===== config.mk =====
export PLATFORM = sky130hd
export DESIGN_NAME = dbg_regfront
export DESIGN_NICKNAME = d
export VERILOG_FILES = /design/src/rtl/dbg_regfront_pkg.sv /design/src/rtl/dbg_ctrl.sv /design/src/rtl/dbg_status.sv /design/src/rtl/dbg_bank.sv /design/src/rtl/dbg_regfront.sv
export SDC_FILE = /design/constraint.sdc
export NUM_CORES = 2
export LEC_CHECK = 0
export BUFFER_PORTS_ARGS = -buffer_cell sky130_fd_sc_hd__buf_4
export CAP_MARGIN = 10
export CORE_AREA = 3 3 417 419
export DETAILED_ROUTE_END_ITERATION = 16
export DIE_AREA = 0 0 420 422
export PLACE_DENSITY_LB_ADDON = 0.15
export RECOVER_POWER = 50
export SYNTH_ARGS = -nofsm -noshare
export SYNTH_HDL_FRONTEND = slang
export SYNTH_SLANG_ARGS = --single-unit

===== constraint.sdc =====
create_clock -name clk -period 1.8 [get_ports clk]
set_input_delay 0.18 -clock clk [delete_from_list [all_inputs] [get_ports clk]]
set_output_delay 0.18 -clock clk [all_outputs]
set_load 0.02 [all_outputs]

===== src/rtl/dbg_regfront_pkg.sv =====
// Shared encodings for the debug register front-end.
// Assumes a 7-bit register address and 32-bit register words.
package dbg_regfront_pkg;
    typedef enum logic [1:0] {
        OP_NOP   = 2'd0,
        OP_READ  = 2'd1,
        OP_WRITE = 2'd2,
        OP_RSVD  = 2'd3
    } dmi_op_e;

    localparam logic [1:0] RSP_OK   = 2'd0;
    localparam logic [1:0] RSP_FAIL = 2'd2;

    localparam logic [6:0] ADDR_DATA0 = 7'h04;
    localparam logic [6:0] ADDR_CTRL  = 7'h10;
    localparam logic [6:0] ADDR_STAT  = 7'h11;
    localparam logic [6:0] ADDR_PBUF0 = 7'h20;

    localparam int SEL_W = 20;
endpackage


===== src/rtl/dbg_ctrl.sv =====
// Control register: hart select, halt request levels, resume and
// reset-acknowledge pulses, non-debug reset and module-active bits.
// Assumes wr_en is a single-cycle strobe for an accepted write.
module dbg_ctrl
    import dbg_regfront_pkg::*;
#(
    parameter int NUM_HARTS = 4
) (
    input  logic                 clk,
    input  logic                 rst_n,
    input  logic                 wr_en,
    input  logic [31:0]          wdata,
    output logic [SEL_W-1:0]     hartsel,
    output logic [NUM_HARTS-1:0] halt_req,
    output logic [NUM_HARTS-1:0] resume_pulse,
    output logic [NUM_HARTS-1:0] ack_pulse,
    output logic                 ndm_reset,
    output logic                 dm_active,
    output logic [31:0]          rd_word
);
    localparam int IDX_W = (NUM_HARTS > 1) ? $clog2(NUM_HARTS) : 1;

    logic [SEL_W-1:0] new_sel;
    logic             new_sel_ok;
    logic [IDX_W-1:0] new_idx;
    logic             unused_ctrl_bits;

    // Decode the hart select carried by the write data.
    always_comb begin
        new_sel    = {wdata[15:6], wdata[25:16]};
        new_sel_ok = new_sel < SEL_W'(NUM_HARTS);
        new_idx    = new_sel[IDX_W-1:0];
    end

    assign unused_ctrl_bits = ^{wdata[29], wdata[27:26], wdata[5:2]};

    // Control state update on accepted writes; pulses last one cycle.
    always_ff @(posedge clk) begin
        if (!rst_n) begin
            hartsel      <= '0;
            halt_req     <= '0;
            resume_pulse <= '0;
            ack_pulse    <= '0;
            ndm_reset    <= 1'b0;
            dm_active    <= 1'b0;
        end else begin
            resume_pulse <= '0;
            ack_pulse    <= '0;
            if (wr_en) begin
                if (!wdata[0]) begin
                    hartsel   <= '0;
                    halt_req  <= '0;
                    ndm_reset <= 1'b0;
                    dm_active <= 1'b0;
                end else begin
                    dm_active <= 1'b1;
                    ndm_reset <= wdata[1];
                    hartsel   <= new_sel;
                    if (new_sel_ok) begin
                        halt_req[new_idx]     <= wdata[31];
                        resume_pulse[new_idx] <= wdata[30];
                        ack_pulse[new_idx]    <= wdata[28];
                    end
                end
            end
        end
    end

    // Read-back word; write-only and tied-off fields read zero.
    always_comb begin
        rd_word = {6'b0, hartsel[9:0], hartsel[19:10], 4'b0, ndm_reset, dm_active};
    end

    a_r9_inactive_quiet: assert property (@(posedge clk) disable iff (!rst_n)
        !dm_active |-> (halt_req == '0 && !ndm_reset));
    a_r8_pulse_single: assert property (@(posedge clk) disable iff (!rst_n)
        (|resume_pulse) |=> (resume_pulse == '0));
    a_r8_pulse_onehot: assert property (@(posedge clk) disable iff (!rst_n)
        $onehot0(resume_pulse) && $onehot0(ack_pulse));
endmodule


===== src/rtl/dbg_status.sv =====
// Status word built from the selected hart's inputs; all/any pairs mirror.
// Assumes harts are numbered 0..NUM_HARTS-1 contiguously.
module dbg_status
    import dbg_regfront_pkg::*;
#(
    parameter int NUM_HARTS = 4
) (
    input  logic [SEL_W-1:0]     hartsel,
    input  logic [NUM_HARTS-1:0] hart_halted,
    input  logic [NUM_HARTS-1:0] hart_running,
    input  logic [NUM_HARTS-1:0] hart_resumeack,
    input  logic [NUM_HARTS-1:0] hart_unavail,
    output logic [31:0]          rd_word
);
    localparam int IDX_W = (NUM_HARTS > 1) ? $clog2(NUM_HARTS) : 1;

    logic             exists;
    logic [IDX_W-1:0] idx;

    // Assemble the status fields for the currently selected hart.
    always_comb begin
        exists       = hartsel < SEL_W'(NUM_HARTS);
        idx          = hartsel[IDX_W-1:0];
        rd_word      = '0;
        rd_word[3:0] = 4'd2;
        rd_word[7]   = 1'b1;
        if (exists) begin
            rd_word[9:8]   = {2{hart_halted[idx]}};
            rd_word[11:10] = {2{hart_running[idx]}};
            rd_word[13:12] = {2{hart_unavail[idx]}};
            rd_word[17:16] = {2{hart_resumeack[idx]}};
        end else begin
            rd_word[15:14] = 2'b11;
        end
    end
endmodule


===== src/rtl/dbg_bank.sv =====
// Abstract data words and program buffer words with address decode.
// Assumes both ranges fit the 7-bit space without overlap.
module dbg_bank
    import dbg_regfront_pkg::*;
#(
    parameter int NUM_DATA = 12,
    parameter int NUM_PROG = 16
) (
    input  logic        clk,
    input  logic        rst_n,
    input  logic        wr_en,
    input  logic [6:0]  addr,
    input  logic [31:0] wdata,
    output logic        hit,
    output logic [31:0] rd_word
);
    localparam int TOTAL = NUM_DATA + NUM_PROG;

    logic [TOTAL-1:0]       sel;
    logic [TOTAL-1:0][31:0] words;

    for (genvar i = 0; i < TOTAL; i++) begin : g_word
        localparam logic [6:0] WADDR = (i < NUM_DATA) ? ADDR_DATA0 + 7'(i)
                                                      : ADDR_PBUF0 + 7'(i - NUM_DATA);
        assign sel[i] = (addr == WADDR);

        // One storage word, written when its address is hit.
        always_ff @(posedge clk) begin
            if (!rst_n)               words[i] <= '0;
            else if (wr_en && sel[i]) words[i] <= wdata;
        end
    end

    // OR-reduce the selected word onto the read bus.
    always_comb begin
        rd_word = '0;
        for (int i = 0; i < TOTAL; i++) begin
            if (sel[i]) rd_word |= words[i];
        end
        hit = |sel;
    end
endmodule


===== src/rtl/dbg_regfront.sv =====
// Register front-end: one outstanding request, registered response.
// Assumes the requester holds its fields stable while req_valid is high.
module dbg_regfront
    import dbg_regfront_pkg::*;
#(
    parameter int NUM_HARTS = 4,
    parameter int NUM_DATA  = 12,
    parameter int NUM_PROG  = 16
) (
    input  logic                 clk,
    input  logic                 rst_n,
    input  logic                 req_valid,
    output logic                 req_ready,
    input  logic [6:0]           req_addr,
    input  logic [1:0]           req_op,
    input  logic [31:0]          req_wdata,
    output logic                 rsp_valid,
    input  logic                 rsp_ready,
    output logic [31:0]          rsp_data,
    output logic [1:0]           rsp_code,
    input  logic [NUM_HARTS-1:0] hart_halted,
    input  logic [NUM_HARTS-1:0] hart_running,
    input  logic [NUM_HARTS-1:0] hart_resumeack,
    input  logic [NUM_HARTS-1:0] hart_unavail,
    output logic [NUM_HARTS-1:0] halt_req,
    output logic [NUM_HARTS-1:0] resume_pulse,
    output logic [NUM_HARTS-1:0] ack_pulse,
    output logic                 ndm_reset,
    output logic                 dm_active
);
    logic             accept, is_wr, is_rd;
    logic [SEL_W-1:0] hartsel;
    logic [31:0]      ctrl_word, stat_word, bank_word, rd_mux;
    logic             bank_hit;

    assign req_ready = !rsp_valid;
    assign accept    = req_valid && req_ready;
    assign is_wr     = accept && (req_op == OP_WRITE);
    assign is_rd     = (req_op == OP_READ);

    dbg_ctrl #(.NUM_HARTS(NUM_HARTS)) u_ctrl (
        .clk(clk), .rst_n(rst_n),
        .wr_en(is_wr && req_addr == ADDR_CTRL), .wdata(req_wdata),
        .hartsel(hartsel), .halt_req(halt_req), .resume_pulse(resume_pulse),
        .ack_pulse(ack_pulse), .ndm_reset(ndm_reset), .dm_active(dm_active),
        .rd_word(ctrl_word)
    );

    dbg_status #(.NUM_HARTS(NUM_HARTS)) u_status (
        .hartsel(hartsel), .hart_halted(hart_halted), .hart_running(hart_running),
        .hart_resumeack(hart_resumeack), .hart_unavail(hart_unavail),
        .rd_word(stat_word)
    );

    dbg_bank #(.NUM_DATA(NUM_DATA), .NUM_PROG(NUM_PROG)) u_bank (
        .clk(clk), .rst_n(rst_n), .wr_en(is_wr), .addr(req_addr),
        .wdata(req_wdata), .hit(bank_hit), .rd_word(bank_word)
    );

    // Read data select; unimplemented addresses and non-reads give zero.
    always_comb begin
        rd_mux = '0;
        if (is_rd) begin
            if (req_addr == ADDR_CTRL)      rd_mux = ctrl_word;
            else if (req_addr == ADDR_STAT) rd_mux = stat_word;
            else if (bank_hit)              rd_mux = bank_word;
        end
    end

    // Response register: loaded on accept, cleared when taken.
    always_ff @(posedge clk) begin
        if (!rst_n) begin
            rsp_valid <= 1'b0;
            rsp_data  <= '0;
            rsp_code  <= RSP_OK;
        end else if (accept) begin
            rsp_valid <= 1'b1;
            rsp_data  <= rd_mux;
            rsp_code  <= (req_op == OP_RSVD) ? RSP_FAIL : RSP_OK;
        end else if (rsp_ready) begin
            rsp_valid <= 1'b0;
        end
    end

    a_r1_accept_resp: assert property (@(posedge clk) disable iff (!rst_n)
        accept |=> rsp_valid);
    a_r1_rsp_hold: assert property (@(posedge clk) disable iff (!rst_n)
        (rsp_valid && !rsp_ready) |=> (rsp_valid && $stable(rsp_data) && $stable(rsp_code)));
endmodule


# --- Word-level counts from Yosys, hierarchy flattened ---
# Index checks and enable logic that the tools add are counted.
classes:
  eq_ne: 34
  muxes: 54
  order_cmp: 5
  bitwise_logic: 29
  n_reduce_logical: 37
ops:
  columns: ["operator", "count"]
  rows:
  - ["32-bit two-way mux", 32]
  - ["32-bit OR", 27]
  - ["7-bit by 6-bit == test with 1-bit output, second input constant", 16]
  - ["7-bit by 4-bit == test with 1-bit output, second input constant", 8]
  - ["20-bit by 3-bit < comparator with 1-bit output, second input constant", 2]
  - ["1-bit logical AND", 32]
  - ["7-bit by 3-bit == test with 1-bit output, second input constant", 4]
  - ["28-bit OR reduction", 1]
  - ["20-bit two-way mux", 1]
  - ["7-bit by 5-bit == test with 1-bit output, second input constant", 2]
  - ["1-bit two-way mux", 9]
  - ["4-bit bitwise AND", 2]
  - ["1-bit binary-select mux with 2-bit select", 4]
  - ["4-bit two-way mux", 2]
  - ["2-bit by 3-bit < comparator with 1-bit output, second input constant", 2]
  - ["2-bit two-way mux", 3]
  - ["6-bit two-way mux", 1]
  - ["4-bit bitwise mux", 1]
  - ["2-bit == test, second input constant", 2]
  - ["4-bit AND reduction", 1]
  - ["1-bit demux with 2-bit select", 1]
  - ["2-bit by 1-bit == test with 1-bit output, second input constant", 1]
  - ["2-bit by 1-bit greater-or-equal comparator with 1-bit output, second input constant", 1]
  - ["2-bit by 1-bit != test with 1-bit output, second input constant", 1]
  - ["other kinds (3)", 3]
word_totals:
  input_bits: 61
  register_bits: 965
  elab_cells: 196
  output_inout_bits: 50

# --- Longest topological paths before layout ---
logic_depth:
  depth_word: 60
  mapped_depth: 11
  depth_no_buf: 6

# --- Hierarchy ---
# A second synthesis with hierarchy kept.
unflattened:
  cells_unflattened: 5528
  hier_area_um2: 45157.1
modules_own_cells:
  columns: ["mod", "area_each_um2", "cells_per_inst", "seq_area_each_um2", "n_inst"]
  rows:
  - ["dbg_bank", 41289.6, 5114, 17937.2, 1]
  - ["dbg_regfront", 2080.7, 227, 680.7, 1]
  - ["dbg_ctrl", 1397.6, 142, 680.7, 1]
  - ["dbg_status", 389.1, 45, 0.0, 1]

# --- Worst setup path after synthesis ---
# OpenSTA, ideal clock, no wires.
synth_path:
  kind: "flip-flop to flip-flop"
  start: "reg rsp_valid"
  end: "reg u_bank.words[496] in the netlist's numbering"
  setup_ps: 67
  period_less_slack_ps: 2029
  stages_incl_launch_ff: 10
  t_required_ps: 1733
  arrival_ps: 1962
  setup_slack_ps: -229
  path_buffers: 4
  cell_sequence: "dfxtp_1 -> nand2b_4 -> buf_6 -> or3b_1 -> buf_6 -> buf_8 -> nor3_4 -> buf_6 -> nand2_1 -> a21oi_2"
synth_via:
  elab_chain_len: 4
synth_lines:
  columns: ["element", "line_no", "source"]
  rows:
  - ["from (decl)", "dbg_regfront.sv:17", "output logic rsp_valid,"]
  - ["from (signal assigned)", "dbg_regfront.sv:73", "rsp_valid <= 1'b0;"]
  - ["from (signal assigned)", "dbg_regfront.sv:77", "rsp_valid <= 1'b1;"]
  - ["from (signal assigned)", "dbg_regfront.sv:81", "rsp_valid <= 1'b0;"]
  - ["1-bit logical NOT", "dbg_regfront.sv:36", "assign req_ready = !rsp_valid;"]
  - ["1-bit logical AND", "dbg_regfront.sv:37", "assign accept = req_valid && req_ready;"]
  - ["1-bit logical AND", "dbg_regfront.sv:38", "assign is_wr = accept && (req_op == OP_WRITE);"]
  - ["1-bit logical AND", "dbg_bank.sv:30", "else if (wr_en && sel[i]) words[i] <= wdata;"]
  - ["to (signal, indexed assignment)", "dbg_bank.sv:30", null]
  - ["to (decl)", "dbg_bank.sv:20", "logic [TOTAL-1:0][31:0] words;"]
# Every way passes these cells.
# A chain may end at the register's enable or synchronous reset.

# --- Worst setup path in the final report ---
layout_path:
  start: "reg rsp_valid"
  end: "reg u_bank.words[584] in the netlist's numbering"
# Same word-level chain as after synthesis.

==> reports/qor.csv <==
stage,metric,value,unit
detailed_routing,DRC errors left,0,
finish,final net count,6226,
timing,min Tclk post-route,2.278,ns
die,IO Pins,111,
power_and_ir_drop,clock power share,48.8,%
timing,Final Hold Viols,0,
power_and_ir_drop,PnR Total Power,49.56,mW
yosys,largest cells by area after synthesis,"dfxtp_1, nand2_1, a21oi_1, mux2i_1, buf_2",
grt,vias in the first global route,42640,
finish,Multi-input gate area,21490,sq um
placement,# port buffers,109,
yosys,Post-Syn Area,42460,sq um
worst_setup_path,Reg-to-Reg Start,rsp_valid,
die,die width,420,um
hold_path,min-delay worst type,in -> reg,
timing,number of setup violations in the final report,965,
timing,fin. max-slew vios,0,
placement,GP Congestion,1.021,
grt,initial antenna violation count,19,
power_and_ir_drop,leak pwr,20.61,nW
worst_setup_path,CP Max Fanout,23,
timing,slack of the critical path,-0.4777,ns
worst_setup_path,Crit-path slowest cell,or3b_4,
cts,CTS max path bufs,3,
placement,DP HPWL,206.0,mm
worst_setup_path,Crit path max-delay family,simple AND/OR/NAND/NOR gates,
die,row count,152,
timing,Tcrit/Tclk final,126.5,%
cts,Root Driver,clkbuf_16,
worst_setup_path,Worst setup startpoint,rsp_valid,
cts,H-tree lvl count,3,
detailed_routing,DR iter-0 viols,7127,
grt,GR Overflow Total,0,
cts,CTS buffer count,115,
die,Starting Density,24.83,%
worst_setup_path,Crit path arrival time,2.87,ns
yosys,sequential share of the synthesized area,45.45,%
cts,clk_lat worst skew,0.78,ns
grt,Tot GR Track Use,31.82,%
yosys,Yosys reg bits,964,
finish,layout cells sized above 1,24.18,%
hold_path,hold_sp,req_wdata[8],
worst_setup_path,Worst Path Required,2.39,ns
die,Die H,422,um
finish,register area,19310,sq um
die,die area,177200,sq um
power_and_ir_drop,PD cells,845.5,nW/um^2
yosys,Post-synth EDFFs,0,
cts,clock-pin slew on the worst setup and hold paths,0.06,ns
yosys,top_reg_cell synth,dfxtp_1,
detailed_routing,Via density,5.584,
yosys,fraction of registers with async set/reset,0,%
detailed_routing,top layer in use,met5,
finish,final instance area,58620,sq um
cts,clock sink total,964,
die,CORE AREA,171000,sq um
worst_setup_path,CP Buf/Inv Count,4,
worst_setup_path,element type at the critical path end,flop,
finish,area delta synth->final,38.06,%
timing,worst rel slew slack,38.87,%
yosys,synthesized area per cell,7.707,sq um
worst_setup_path,Worst path most repeated cell,buf_12,
yosys,Mapped Cells,5509,
placement,DP Worst Slack,-1.044,ns
power_and_ir_drop,Switching Share,26.69,%
detailed_routing,Post-DRT Antenna Nets,0,
worst_setup_path,crit path kind,reg -> reg,
detailed_routing,routed wl met2,128.4,mm
worst_setup_path,Worst path max stage delay,0.50,ns
run_status,status,"finished, violations left",
grt,largest net degree at the start of global routing,147,
detailed_routing,drt first pass iters,9,
timing,clk_skew,0.03420,ns
detailed_routing,met3 routed WL,29.31,mm
yosys,net count after synthesis,5570,
finish,fill count,17770,
power_and_ir_drop,Combinational Power Share,8.1,%
grt,first-pass GRT wire length,387.4,mm
cts,CTS tree,yes,
detailed_routing,Vias,47430,
detailed_routing,DR WL/cell,35.45,um
yosys,Synthesis Warnings,0,
flow_run,max cap viols,0,
yosys,top cell type's share of synthesized area,45.45,%
power_and_ir_drop,sequential fraction of design power,43.1,%
power_and_ir_drop,switching power,13.23,mW
power_and_ir_drop,total internal power,36.33,mW
timing,unrepaired setup endpoints after global routing,yes,
timing,worst slew pin tran,0.9170,ns
yosys,largest area contributor in the synthesized netlist,dfxtp_1,
placement,Placed Area,52610,sq um
worst_setup_path,crit-path cells,"nand2b_4, or3b_4, buf_6, nor2_4, buf_12, buf_12, nand2_2, buf_12, nand2_1, a21oi_1",
timing,Fmax,439.0,MHz
power_and_ir_drop,worst vdd ir,0.0006991,V
run_status,failing checks,setup timing,
worst_setup_path,crit start category,flop,
detailed_routing,M1 WL,123.3,mm
worst_setup_path,register-to-register setup slack,-0.48,ns
yosys,Yosys cell types,92,
timing,setup TNS,-340.16,ns
detailed_routing,drt total wl,301.1,mm
==> metrics by stage <==
step           cells  util [%]  hold slack (ns)
2_1_floorplan   5509         -           0.3183
3_3_place_gp    8197     30.77           0.4376
3_5_place_dp    8197     30.77           0.4446
4_1_cts         8450     33.47         0.004026
5_1_grt         8493     34.28          0.05989
6_report        8494     34.28          0.04848
==> cells in the final DEF (no fill, tap or decap), drive strengths merged, types with 9 or more instances in the layout <==
master / count
nand2: 1937
buf: 1015
a21oi: 975
dfxtp: 964
clkbuf: 206
a22oi: 118
mux2i: 117
nor2: 117
nand3: 85
o21ai: 68
a22o: 65
nor3: 56
o22ai: 43
mux2: 40
a32oi: 33
a31oi: 33
nor4: 30
a221oi: 28
clkinv: 26
dlygate4sd3: 22
and3: 18
nor2b: 18
o211ai: 14
a211oi: 14
nand2b: 13
and2: 12
mux4: 11
a2111oi: 11
a222oi: 10
inv: 10
nand4: 9
o32ai: 9
o2111ai: 9
==> worst reg2reg max path: stages (launching register included) <==
cell,delay [ns]
dfxtp_4,0.34
nand2b_4,0.13
or3b_4,0.50
buf_6,0.19
nor2_4,0.17
buf_12,0.13
buf_12,0.15
nand2_2,0.11
buf_12,0.19
nand2_1,0.16
a21oi_1,0.07
==> per-layer routing <==
layer,vias to the layer above,track usage (%)
li1,20170,-
met1,23540,43.38
met2,3012,47.82
met3,696,5.302
met4,10,16.92
met5,-,0
==> layout make-up <==
| type | instances | share of cell area, % |
|---|---|---|
| clock buffer | 170 | 5.706 |
| multi-input combinational | 4004 | 36.67 |
| timing repair buffer | 1074 | 19.13 |
| sequential | 964 | 32.94 |
| clock inverter | 39 | 0.7300 |
| inverter | 6 | 0.05123 |
| tap | 2233 | 4.766 |
| antenna | 4 | 0.01708 |
==> power groups by stage <==
| stage | registers, mW | logic [mW] | clock network [mW] |
|---|---|---|---|
| after floorplan | 21.8 | 1.36 | 0 |
| after global routing | 21.4 | 3.96 | 25.1 |
| after detailed placement | 21.8 | 3.76 | 0 |
| after CTS | 21.4 | 3.82 | 24.4 |
| after global placement | 21.8 | 3.77 | 0 |
| final | 21.4 | 4.00 | 24.2 |
==> cell usage after synthesis, types with 10 or more instances <==
| master | number |
|---|---|
| a31oi_1 | 33 |
| mux2_2 | 40 |
| nor4_1 | 27 |
| nand2b_1 | 12 |
| nand3_1 | 84 |
| mux2i_1 | 117 |
| dfxtp_1 | 964 |
| a221oi_1 | 28 |
| a22o_1 | 65 |
| o211ai_1 | 14 |
| a21oi_1 | 973 |
| nor3_1 | 31 |
| buf_6 | 32 |
| o21ai_0 | 64 |
| a211oi_1 | 14 |
| nor2_1 | 103 |
| buf_4 | 32 |
| and2_1 | 11 |
| nor2_2 | 12 |
| nor2b_1 | 18 |
| nor3_2 | 15 |
| and3_1 | 18 |
| a22oi_1 | 118 |
| a2111oi_0 | 11 |
| nor3_4 | 10 |
| a222oi_1 | 10 |
| nand2_1 | 1934 |
| o22ai_1 | 43 |
| clkbuf_1 | 244 |
| buf_2 | 220 |
| mux4_2 | 11 |
| a32oi_1 | 33 |
==> path summary, 6_finish.rpt <==
path,cells after the start,endpoint
worst max-delay path,10,u_bank.words[584]
worst min-delay path,4,u_bank.words[872]
worst max register to register,10,u_bank.words[584]
worst min register to register,2,u_bank.words[36]
==> cell families (layout without fill, tap and decap cells) <==
kind of cell,count (synthesis),after routing,synth area share (%)
mux,168,168,4.403
flops,964,964,45.45
buf+inv,541,1289,6.307
simple gates,2337,2337,22.94
other cells,1,5,0.008832
compound gates,1498,1498,20.89
==> state kept, by name, summed over array words and instances, names as in the netlist <==
signal,count
u_ctrl.ack_pulse,4
u_ctrl.ndm_reset,1
rsp_valid,1
u_ctrl.resume_pulse,4
u_ctrl.hartsel,20
u_ctrl.dm_active,1
rsp_code,1
u_bank.words,896
u_ctrl.halt_req,4
rsp_data,32
==> repair_timing <==
| action | in CTS | in global routing |
|---|---|---|
| gates resized for setup | 73 | 167 |
| pin swaps | 28 | 48 |
| gates cloned | 5 | 28 |
| setup buffers | 19 | 16 |
| hold endpoints to repair | 332 | 0 |
| hold buffers | 22 | 0 |
| setup endpoints to repair | 962 | 962 |
Power figures use the tool's default switching activity.
